## config.mk

```make
export PLATFORM = sky130hd
export DESIGN_NAME = sram_ctrl
export DESIGN_NICKNAME = d
export VERILOG_FILES = /design/src/rtl/sram_ctrl_pkg.sv /design/src/rtl/sram_ctrl_timer.sv /design/src/rtl/sram_ctrl_fsm.sv /design/src/rtl/sram_ctrl_phy.sv /design/src/rtl/sram_ctrl.sv
export SDC_FILE = /design/constraint.sdc
export NUM_CORES = 1
export LEC_CHECK = 0
export CORE_MARGIN = 1.5
export CORE_UTILIZATION = 44
export DETAILED_ROUTE_END_ITERATION = 10
export HOLD_SLACK_MARGIN = 0.08
export PLACE_DENSITY = 0.87
export SETUP_SLACK_MARGIN = 0.15
export SLEW_MARGIN = 20
export SYNTH_ARGS = -nofsm -noshare
export SYNTH_HDL_FRONTEND = slang
export SYNTH_SLANG_ARGS = --single-unit
export TNS_END_PERCENT = 30
```

## constraint.sdc

```tcl
create_clock -name clk -period 2.2 [get_ports clk]
set_input_delay 0.44 -clock clk [delete_from_list [all_inputs] [get_ports clk]]
set_output_delay 0.44 -clock clk [all_outputs]
set_load 0.05 [all_outputs]
```

## src/rtl/sram_ctrl_pkg.sv

```systemverilog
package sram_ctrl_pkg;

    typedef enum logic [2:0] {
        ST_IDLE,
        ST_RD_SETUP,
        ST_RD_WAIT,
        ST_RD_CAPTURE,
        ST_WR_SETUP,
        ST_WR_PULSE,
        ST_WR_RECOVER,
        ST_TURNAROUND
    } ctrl_state_e;

    // Pin levels presented to the memory for one cycle.
    typedef struct packed {
        logic ce_n;
        logic ce;
        logic we_n;
        logic oe_n;
        logic dq_oe;
    } strobe_t;

    localparam strobe_t STROBE_IDLE = '{ce_n: 1'b1, ce: 1'b0, we_n: 1'b1,
                                        oe_n: 1'b1, dq_oe: 1'b0};

    // Whole clock cycles needed to cover a limit given in nanoseconds.
    function automatic int unsigned cycles_for(input int unsigned ns,
                                               input int unsigned period);
        return (ns + period - 1) / period;
    endfunction

    function automatic int unsigned max4(input int unsigned a, input int unsigned b,
                                         input int unsigned c, input int unsigned d);
        int unsigned m;
        m = a;
        if (b > m) m = b;
        if (c > m) m = c;
        if (d > m) m = d;
        return m;
    endfunction

    // Pin decode for each sequencer state.
    function automatic strobe_t strobes_of(input ctrl_state_e s);
        strobe_t p;
        p = STROBE_IDLE;
        case (s)
            ST_RD_SETUP: begin
                p.ce_n = 1'b0;
                p.ce   = 1'b1;
            end
            ST_RD_WAIT, ST_RD_CAPTURE: begin
                p.ce_n = 1'b0;
                p.ce   = 1'b1;
                p.oe_n = 1'b0;
            end
            ST_WR_SETUP, ST_WR_RECOVER: begin
                p.ce_n  = 1'b0;
                p.ce    = 1'b1;
                p.dq_oe = 1'b1;
            end
            ST_WR_PULSE: begin
                p.ce_n  = 1'b0;
                p.ce    = 1'b1;
                p.we_n  = 1'b0;
                p.dq_oe = 1'b1;
            end
            default: p = STROBE_IDLE;
        endcase
        return p;
    endfunction

endpackage

```

## src/rtl/sram_ctrl_timer.sv

```systemverilog
module sram_ctrl_timer #(
    parameter int CNT_W = 3
) (
    input  logic             clk,
    input  logic             rst,
    input  logic             load,
    input  logic [CNT_W-1:0] load_val,
    output logic             zero
);
    logic [CNT_W-1:0] cnt_q;

    always_ff @(posedge clk) begin
        if (rst) begin
            cnt_q <= '0;
        end else if (load) begin
            cnt_q <= load_val;
        end else if (cnt_q != '0) begin
            cnt_q <= cnt_q - 1'b1;
        end
    end

    assign zero = (cnt_q == '0);
endmodule

```

## src/rtl/sram_ctrl_fsm.sv

```systemverilog
module sram_ctrl_fsm
    import sram_ctrl_pkg::*;
#(
    parameter int unsigned WR_PULSE_CYC = 3,
    parameter int unsigned WR_HOLD_CYC  = 1,
    parameter int unsigned RD_WAIT_CYC  = 4,
    parameter int unsigned TURN_CYC     = 1
) (
    input  logic        clk,
    input  logic        rst,
    input  logic        req_valid,
    input  logic        req_write,
    output logic        req_ready,
    output logic        accept,
    output ctrl_state_e state_q,
    output ctrl_state_e state_d
);
    localparam int unsigned MAX_CYC = max4(WR_PULSE_CYC, WR_HOLD_CYC, RD_WAIT_CYC, TURN_CYC);
    localparam int CNT_W = (MAX_CYC < 2) ? 1 : $clog2(MAX_CYC);
    localparam logic [CNT_W-1:0] LD_PULSE = CNT_W'(WR_PULSE_CYC - 1);
    localparam logic [CNT_W-1:0] LD_HOLD  = CNT_W'(WR_HOLD_CYC - 1);
    localparam logic [CNT_W-1:0] LD_WAIT  = CNT_W'(RD_WAIT_CYC - 1);
    localparam logic [CNT_W-1:0] LD_TURN  = CNT_W'(TURN_CYC - 1);

    logic             tmr_load;
    logic [CNT_W-1:0] tmr_val;
    logic             tmr_zero;

    sram_ctrl_timer #(.CNT_W(CNT_W)) u_timer (
        .clk      (clk),
        .rst      (rst),
        .load     (tmr_load),
        .load_val (tmr_val),
        .zero     (tmr_zero)
    );

    assign req_ready = (state_q == ST_IDLE);
    assign accept    = req_ready && req_valid;

    always_comb begin
        state_d  = state_q;
        tmr_load = 1'b0;
        tmr_val  = '0;
        case (state_q)
            ST_IDLE: begin
                if (req_valid) state_d = req_write ? ST_WR_SETUP : ST_RD_SETUP;
            end
            ST_WR_SETUP: begin
                state_d  = ST_WR_PULSE;
                tmr_load = 1'b1;
                tmr_val  = LD_PULSE;
            end
            ST_WR_PULSE: begin
                if (tmr_zero) begin
                    state_d  = ST_WR_RECOVER;
                    tmr_load = 1'b1;
                    tmr_val  = LD_HOLD;
                end
            end
            ST_WR_RECOVER: begin
                if (tmr_zero) state_d = ST_IDLE;
            end
            ST_RD_SETUP: begin
                state_d  = ST_RD_WAIT;
                tmr_load = 1'b1;
                tmr_val  = LD_WAIT;
            end
            ST_RD_WAIT: begin
                if (tmr_zero) state_d = ST_RD_CAPTURE;
            end
            ST_RD_CAPTURE: begin
                state_d  = ST_TURNAROUND;
                tmr_load = 1'b1;
                tmr_val  = LD_TURN;
            end
            ST_TURNAROUND: begin
                if (tmr_zero) state_d = ST_IDLE;
            end
            default: state_d = ST_IDLE;
        endcase
    end

    always_ff @(posedge clk) begin
        if (rst) state_q <= ST_IDLE;
        else     state_q <= state_d;
    end
endmodule

```

## src/rtl/sram_ctrl_phy.sv

```systemverilog
module sram_ctrl_phy
    import sram_ctrl_pkg::*;
#(
    parameter int ADDR_W = 17,
    parameter int DATA_W = 8
) (
    input  logic              clk,
    input  logic              rst,
    input  ctrl_state_e       state_q,
    input  ctrl_state_e       state_d,
    input  logic              accept,
    input  logic [ADDR_W-1:0] req_addr,
    input  logic [DATA_W-1:0] req_wdata,
    input  logic [DATA_W-1:0] mem_dq_in,
    output logic [ADDR_W-1:0] mem_addr,
    output logic [DATA_W-1:0] mem_dq_out,
    output strobe_t           pins,
    output logic [DATA_W-1:0] rdata,
    output logic              rvalid
);
    // Pins are registered from the next state so they never glitch.
    always_ff @(posedge clk) begin
        if (rst) begin
            pins       <= STROBE_IDLE;
            mem_addr   <= '0;
            mem_dq_out <= '0;
            rdata      <= '0;
            rvalid     <= 1'b0;
        end else begin
            pins   <= strobes_of(state_d);
            rvalid <= (state_q == ST_RD_CAPTURE);
            if (accept) begin
                mem_addr   <= req_addr;
                mem_dq_out <= req_wdata;
            end
            if (state_q == ST_RD_CAPTURE) rdata <= mem_dq_in;
        end
    end
endmodule

```

## src/rtl/sram_ctrl.sv

```systemverilog
module sram_ctrl
    import sram_ctrl_pkg::*;
#(
    parameter int          ADDR_W        = 17,
    parameter int          DATA_W        = 8,
    parameter int unsigned CLK_PERIOD_NS = 20,
    parameter int unsigned T_WP_NS       = 45,
    parameter int unsigned T_AA_NS       = 55,
    parameter int unsigned WR_HOLD_CYC   = 1,
    parameter int unsigned TURN_CYC      = 1
) (
    input  logic              clk,
    input  logic              rst,
    input  logic              req_valid,
    output logic              req_ready,
    input  logic              req_write,
    input  logic [ADDR_W-1:0] req_addr,
    input  logic [DATA_W-1:0] req_wdata,
    output logic [DATA_W-1:0] rdata,
    output logic              rvalid,
    output logic [ADDR_W-1:0] mem_addr,
    output logic              mem_ce_n,
    output logic              mem_ce,
    output logic              mem_we_n,
    output logic              mem_oe_n,
    output logic [DATA_W-1:0] mem_dq_out,
    input  logic [DATA_W-1:0] mem_dq_in,
    output logic              mem_dq_oe
);
    localparam int unsigned WR_PULSE_CYC = cycles_for(T_WP_NS, CLK_PERIOD_NS);
    // One extra cycle of margin on the access time.
    localparam int unsigned RD_WAIT_CYC  = cycles_for(T_AA_NS, CLK_PERIOD_NS) + 1;

    ctrl_state_e state_q, state_d;
    logic        accept;
    strobe_t     pins;

    sram_ctrl_fsm #(
        .WR_PULSE_CYC (WR_PULSE_CYC),
        .WR_HOLD_CYC  (WR_HOLD_CYC),
        .RD_WAIT_CYC  (RD_WAIT_CYC),
        .TURN_CYC     (TURN_CYC)
    ) u_fsm (
        .clk       (clk),
        .rst       (rst),
        .req_valid (req_valid),
        .req_write (req_write),
        .req_ready (req_ready),
        .accept    (accept),
        .state_q   (state_q),
        .state_d   (state_d)
    );

    sram_ctrl_phy #(.ADDR_W(ADDR_W), .DATA_W(DATA_W)) u_phy (
        .clk        (clk),
        .rst        (rst),
        .state_q    (state_q),
        .state_d    (state_d),
        .accept     (accept),
        .req_addr   (req_addr),
        .req_wdata  (req_wdata),
        .mem_dq_in  (mem_dq_in),
        .mem_addr   (mem_addr),
        .mem_dq_out (mem_dq_out),
        .pins       (pins),
        .rdata      (rdata),
        .rvalid     (rvalid)
    );

    assign mem_ce_n  = pins.ce_n;
    assign mem_ce    = pins.ce;
    assign mem_we_n  = pins.we_n;
    assign mem_oe_n  = pins.oe_n;
    assign mem_dq_oe = pins.dq_oe;
endmodule

```

==> flow_metrics.tcl <==
set metrics [dict create \
    status "completed" \
    antenna_found_initial 0 \
    min_period_ns 1.88 \
    rows 22 \
    grt_pass1_vias 1469 \
    hold_viol 0 \
    finalSetupViolCount 0 \
    synth_mux_area_frac 0.0463 \
    worst-setup-path-type "reg -> out" \
    tightest_slew_ns 0.572 \
    syn_nets 236 \
    dr.pass1.iters 4 \
    h-tree-depth 2 \
    power_density_mw_per_mm2 1020 \
    yosysSeqAreaShare 0.509 \
    cap_violations 0 \
    route.antenna.remaining_nets 0 \
    grt_use_total 0.183 \
    dp.cells 311 \
    maxSlewViolCount 0 \
    io_pins 77 \
    initial_utilization 0.466 \
    synthesis.area_mm2 0.00173 \
    max_freq_ghz 0.532 \
    synth.distinct_cells 34 \
    synthFlopType "dfxtp_1" \
    synthTopCellsByCount "nand2_1 (51), dfxtp_1 (44), a21oi_1 (28), nor2_1 (13), mux2i_1 (8)" \
    syn_inst 198 \
    clock_latency_ns 0.28 \
    portBuffers 76 \
    die_w_um 65.7 \
    min_period_over_period 0.855 \
    critical_path.slowest_cell "clkdlybuf4s50_1" \
    synth_top_cells_by_area "dfxtp_1 (51%), nand2_1 (11%), a21oi_1 (8.1%)" \
    drt_first_iter_violations 98 \
    ir_drop_mv 0.730 \
    fin_ws_ns 0.320 \
    clock_sinks 44 \
    vias 1553 \
    fin_skew_ns 0.00498 \
    ys_ff_latch 44 \
    pwr-share-seq 0.390 \
    hp-class "reg -> reg" \
    critPathCaptureType "output pin" \
    switching_share 0.389 \
    ctsRootBufferMaster "clkbuf_8" \
    grt_remaining_overflow 0 \
    synth_area_per_cell_um2 8.74 \
    pwr-share-comb 0.416 \
    drive_gt1_frac 0.0590 \
    p_clk_frac 0.194 \
    synth_top_family_by_area "simple AND/OR/NAND/NOR gates" \
    cts_hold_buffers 0 \
    ff_latch_area_um2 881 \
    finalWirelength_mm 3.84 \
    synthDominantCellAreaShare 0.509 \
    path_buf_inv 1 \
    switchingPower_mw 1.02 \
    critPathTopFamily "buffers and inverters" \
    core_area_mm2 0.00372 \
    async_flop_share 0 \
    grt_pass1_wl_mm 6.20 \
    relSlewSlack 0.618 \
    synthAdderAreaFrac 0.00723 \
    syn_to_final_growth_pct 48.7 \
    cts.clk_slew.worst_paths_ns 0.08 \
    cp.arrival_ns 1.44 \
    fill_cells 299 \
    crit_cells 1 \
    drc 0 \
    cpPeakStageDelay_ns 0.81 \
    crit_fanout 2 \
    yosysMostFrequentCell "nand2_1" \
    gp_congestion 0.756 \
    rr_startpoint "u_fsm.state_q[1]" \
    wl_per_cell_um 12.0 \
    cellInternalPower_mw 1.60 \
    rrSetupSlack_ns 0.52 \
    via_per_inst 4.87 \
    synthSimpleGateAreaFrac 0.247 \
    min_from "u_phy.mem_addr[3]" \
    cts_resized 0 \
    crit_chain "clkdlybuf4s50_1" \
    synth_edf_count 0 \
    synth_area_leader_cell "dfxtp_1" \
    fp.dieArea_mm2 0.00432 \
    rsz0062_at_grt "false" \
    critPathLaunchType "register" \
    cts_made_buffers 5 \
    required_ns 1.76 \
    clockBufferDepth 2 \
    finalNonFillerCells 319 \
    cts_tree "built" \
    worstSetupEndpoint "mem_dq_out[2]" \
    synth_compound_area_frac 0.114 \
    antenna_cells 0 \
    yosys_warnings 0 \
    startpoint "u_phy.mem_dq_out[2]" \
    die_y_um 65.7 \
    p_leak_nw 1.01 \
    rr_worst_depth 4 \
    multi_input_area_um2 739 \
    tns_ns 0 \
    r2r_end "u_phy.rdata[5]" \
    nNetsFinal 308 \
    post-place-ws_ns 0.240 \
    hpwl_mm 2.76 \
    synth-xor-area-share 0.0101 \
    grt_max_degree 26 \
    postCtsSetupBuffers 0 \
]
-- power by group through the flow --
stage	clock network (mW)	logic, mW	registers (mW)
2_1_floorplan	0	0.557	1.29
3_5_place_dp	0	1.09	1.04
4_1_cts	0.526	1.10	1.02
6_report	0.508	1.09	1.02
5_1_grt	0.566	1.18	1.04
3_3_place_gp	0	1.07	1.03
-- logic make-up after synthesis --
| group | Yosys count |
|---|---|
| AOI/OAI and AO/OA | 36 |
| xor gates and xnor gates | 2 |
| adders and majority gates | 1 |
| buffers and inverters | 18 |
| DFF | 44 |
| muxes | 8 |
| and+or+nand+nor | 89 |
-- registers in the layout, indices dropped and copies added, names as in the netlist --
| signal | cells |
|---|---|
| u_phy.mem_addr | 17 |
| u_phy.mem_dq_out | 8 |
| u_phy.rdata | 8 |
| u_phy.pins | 5 |
| u_fsm.state_q | 3 |
| u_fsm.u_timer.cnt_q | 2 |
| u_phy.rvalid | 1 |
-- per-stage QoR --
stage / util / hold slack (ns) / power (mW) / area, um^2
after floorplan: - / 0.529 / 1.85 / 1740
after global placement: 0.667 / 0.441 / 2.11 / 2480
after detailed placement: 0.667 / 0.447 / 2.13 / 2480
after CTS: 0.693 / 0.458 / 2.64 / 2570
after global routing: 0.693 / 0.473 / 2.79 / 2570
final: 0.693 / 0.456 / 2.62 / 2570
-- layout make-up --
class                   instances  share of cell area
flip-flops and latches         44               0.342
multi-input cells             136               0.287
inverters                       3             0.00438
well taps                      48              0.0233
repair buffers                 80               0.306
clock inverters                 1             0.00292
clock buffers                   7              0.0335
-- worst min path at each step --
stage / slack, ns / depth (start not counted) / end
final: 0.46 / 2 / u_phy.mem_addr[3]
after global routing: 0.47 / 2 / u_phy.mem_addr[3]
after CTS: 0.46 / 2 / u_phy.mem_dq_out[0]
after detailed placement: 0.45 / 2 / u_phy.mem_dq_out[0]
after global placement: 0.44 / 2 / u_phy.mem_addr[9]
after floorplan: 0.53 / 1 / u_fsm.state_q[2]
-- placed cells by master (no fill, tap or decap) --
master / instances
clkdlybuf4s50_1: 75
nand2b_1: 6
or4b_4: 1
nand3b_1: 2
nor3_1: 3
a311oi_1: 1
nand3_1: 1
nor3_2: 1
clkbuf_8: 6
a31oi_1: 1
nor2_1: 13
nor3b_1: 1
nor4_1: 1
o21ai_0: 2
nor4b_4: 1
and3_1: 1
ha_1: 1
nand4bb_1: 1
buf_4: 5
xnor2_1: 2
clkinvlp_4: 1
clkbuf_1: 1
a21boi_1: 1
and3b_1: 1
o211ai_1: 1
nand2_1: 51
or3_1: 2
nor2b_1: 2
a21oi_1: 28
a21o_1: 1
inv_1: 3
nand4_1: 1
dfxtp_1: 44
a21bo_2: 1
mux2i_1: 8
-- metal layers --
metal	up-vias	routed length (um)	GRT usage
met3	6	304	0.0479
met4	0	52	0.0573
met5	-	0	0
met2	63	1780	0.314
met1	690	1700	0.221
li1	794	-	-
Power figures use the tool's default switching activity.
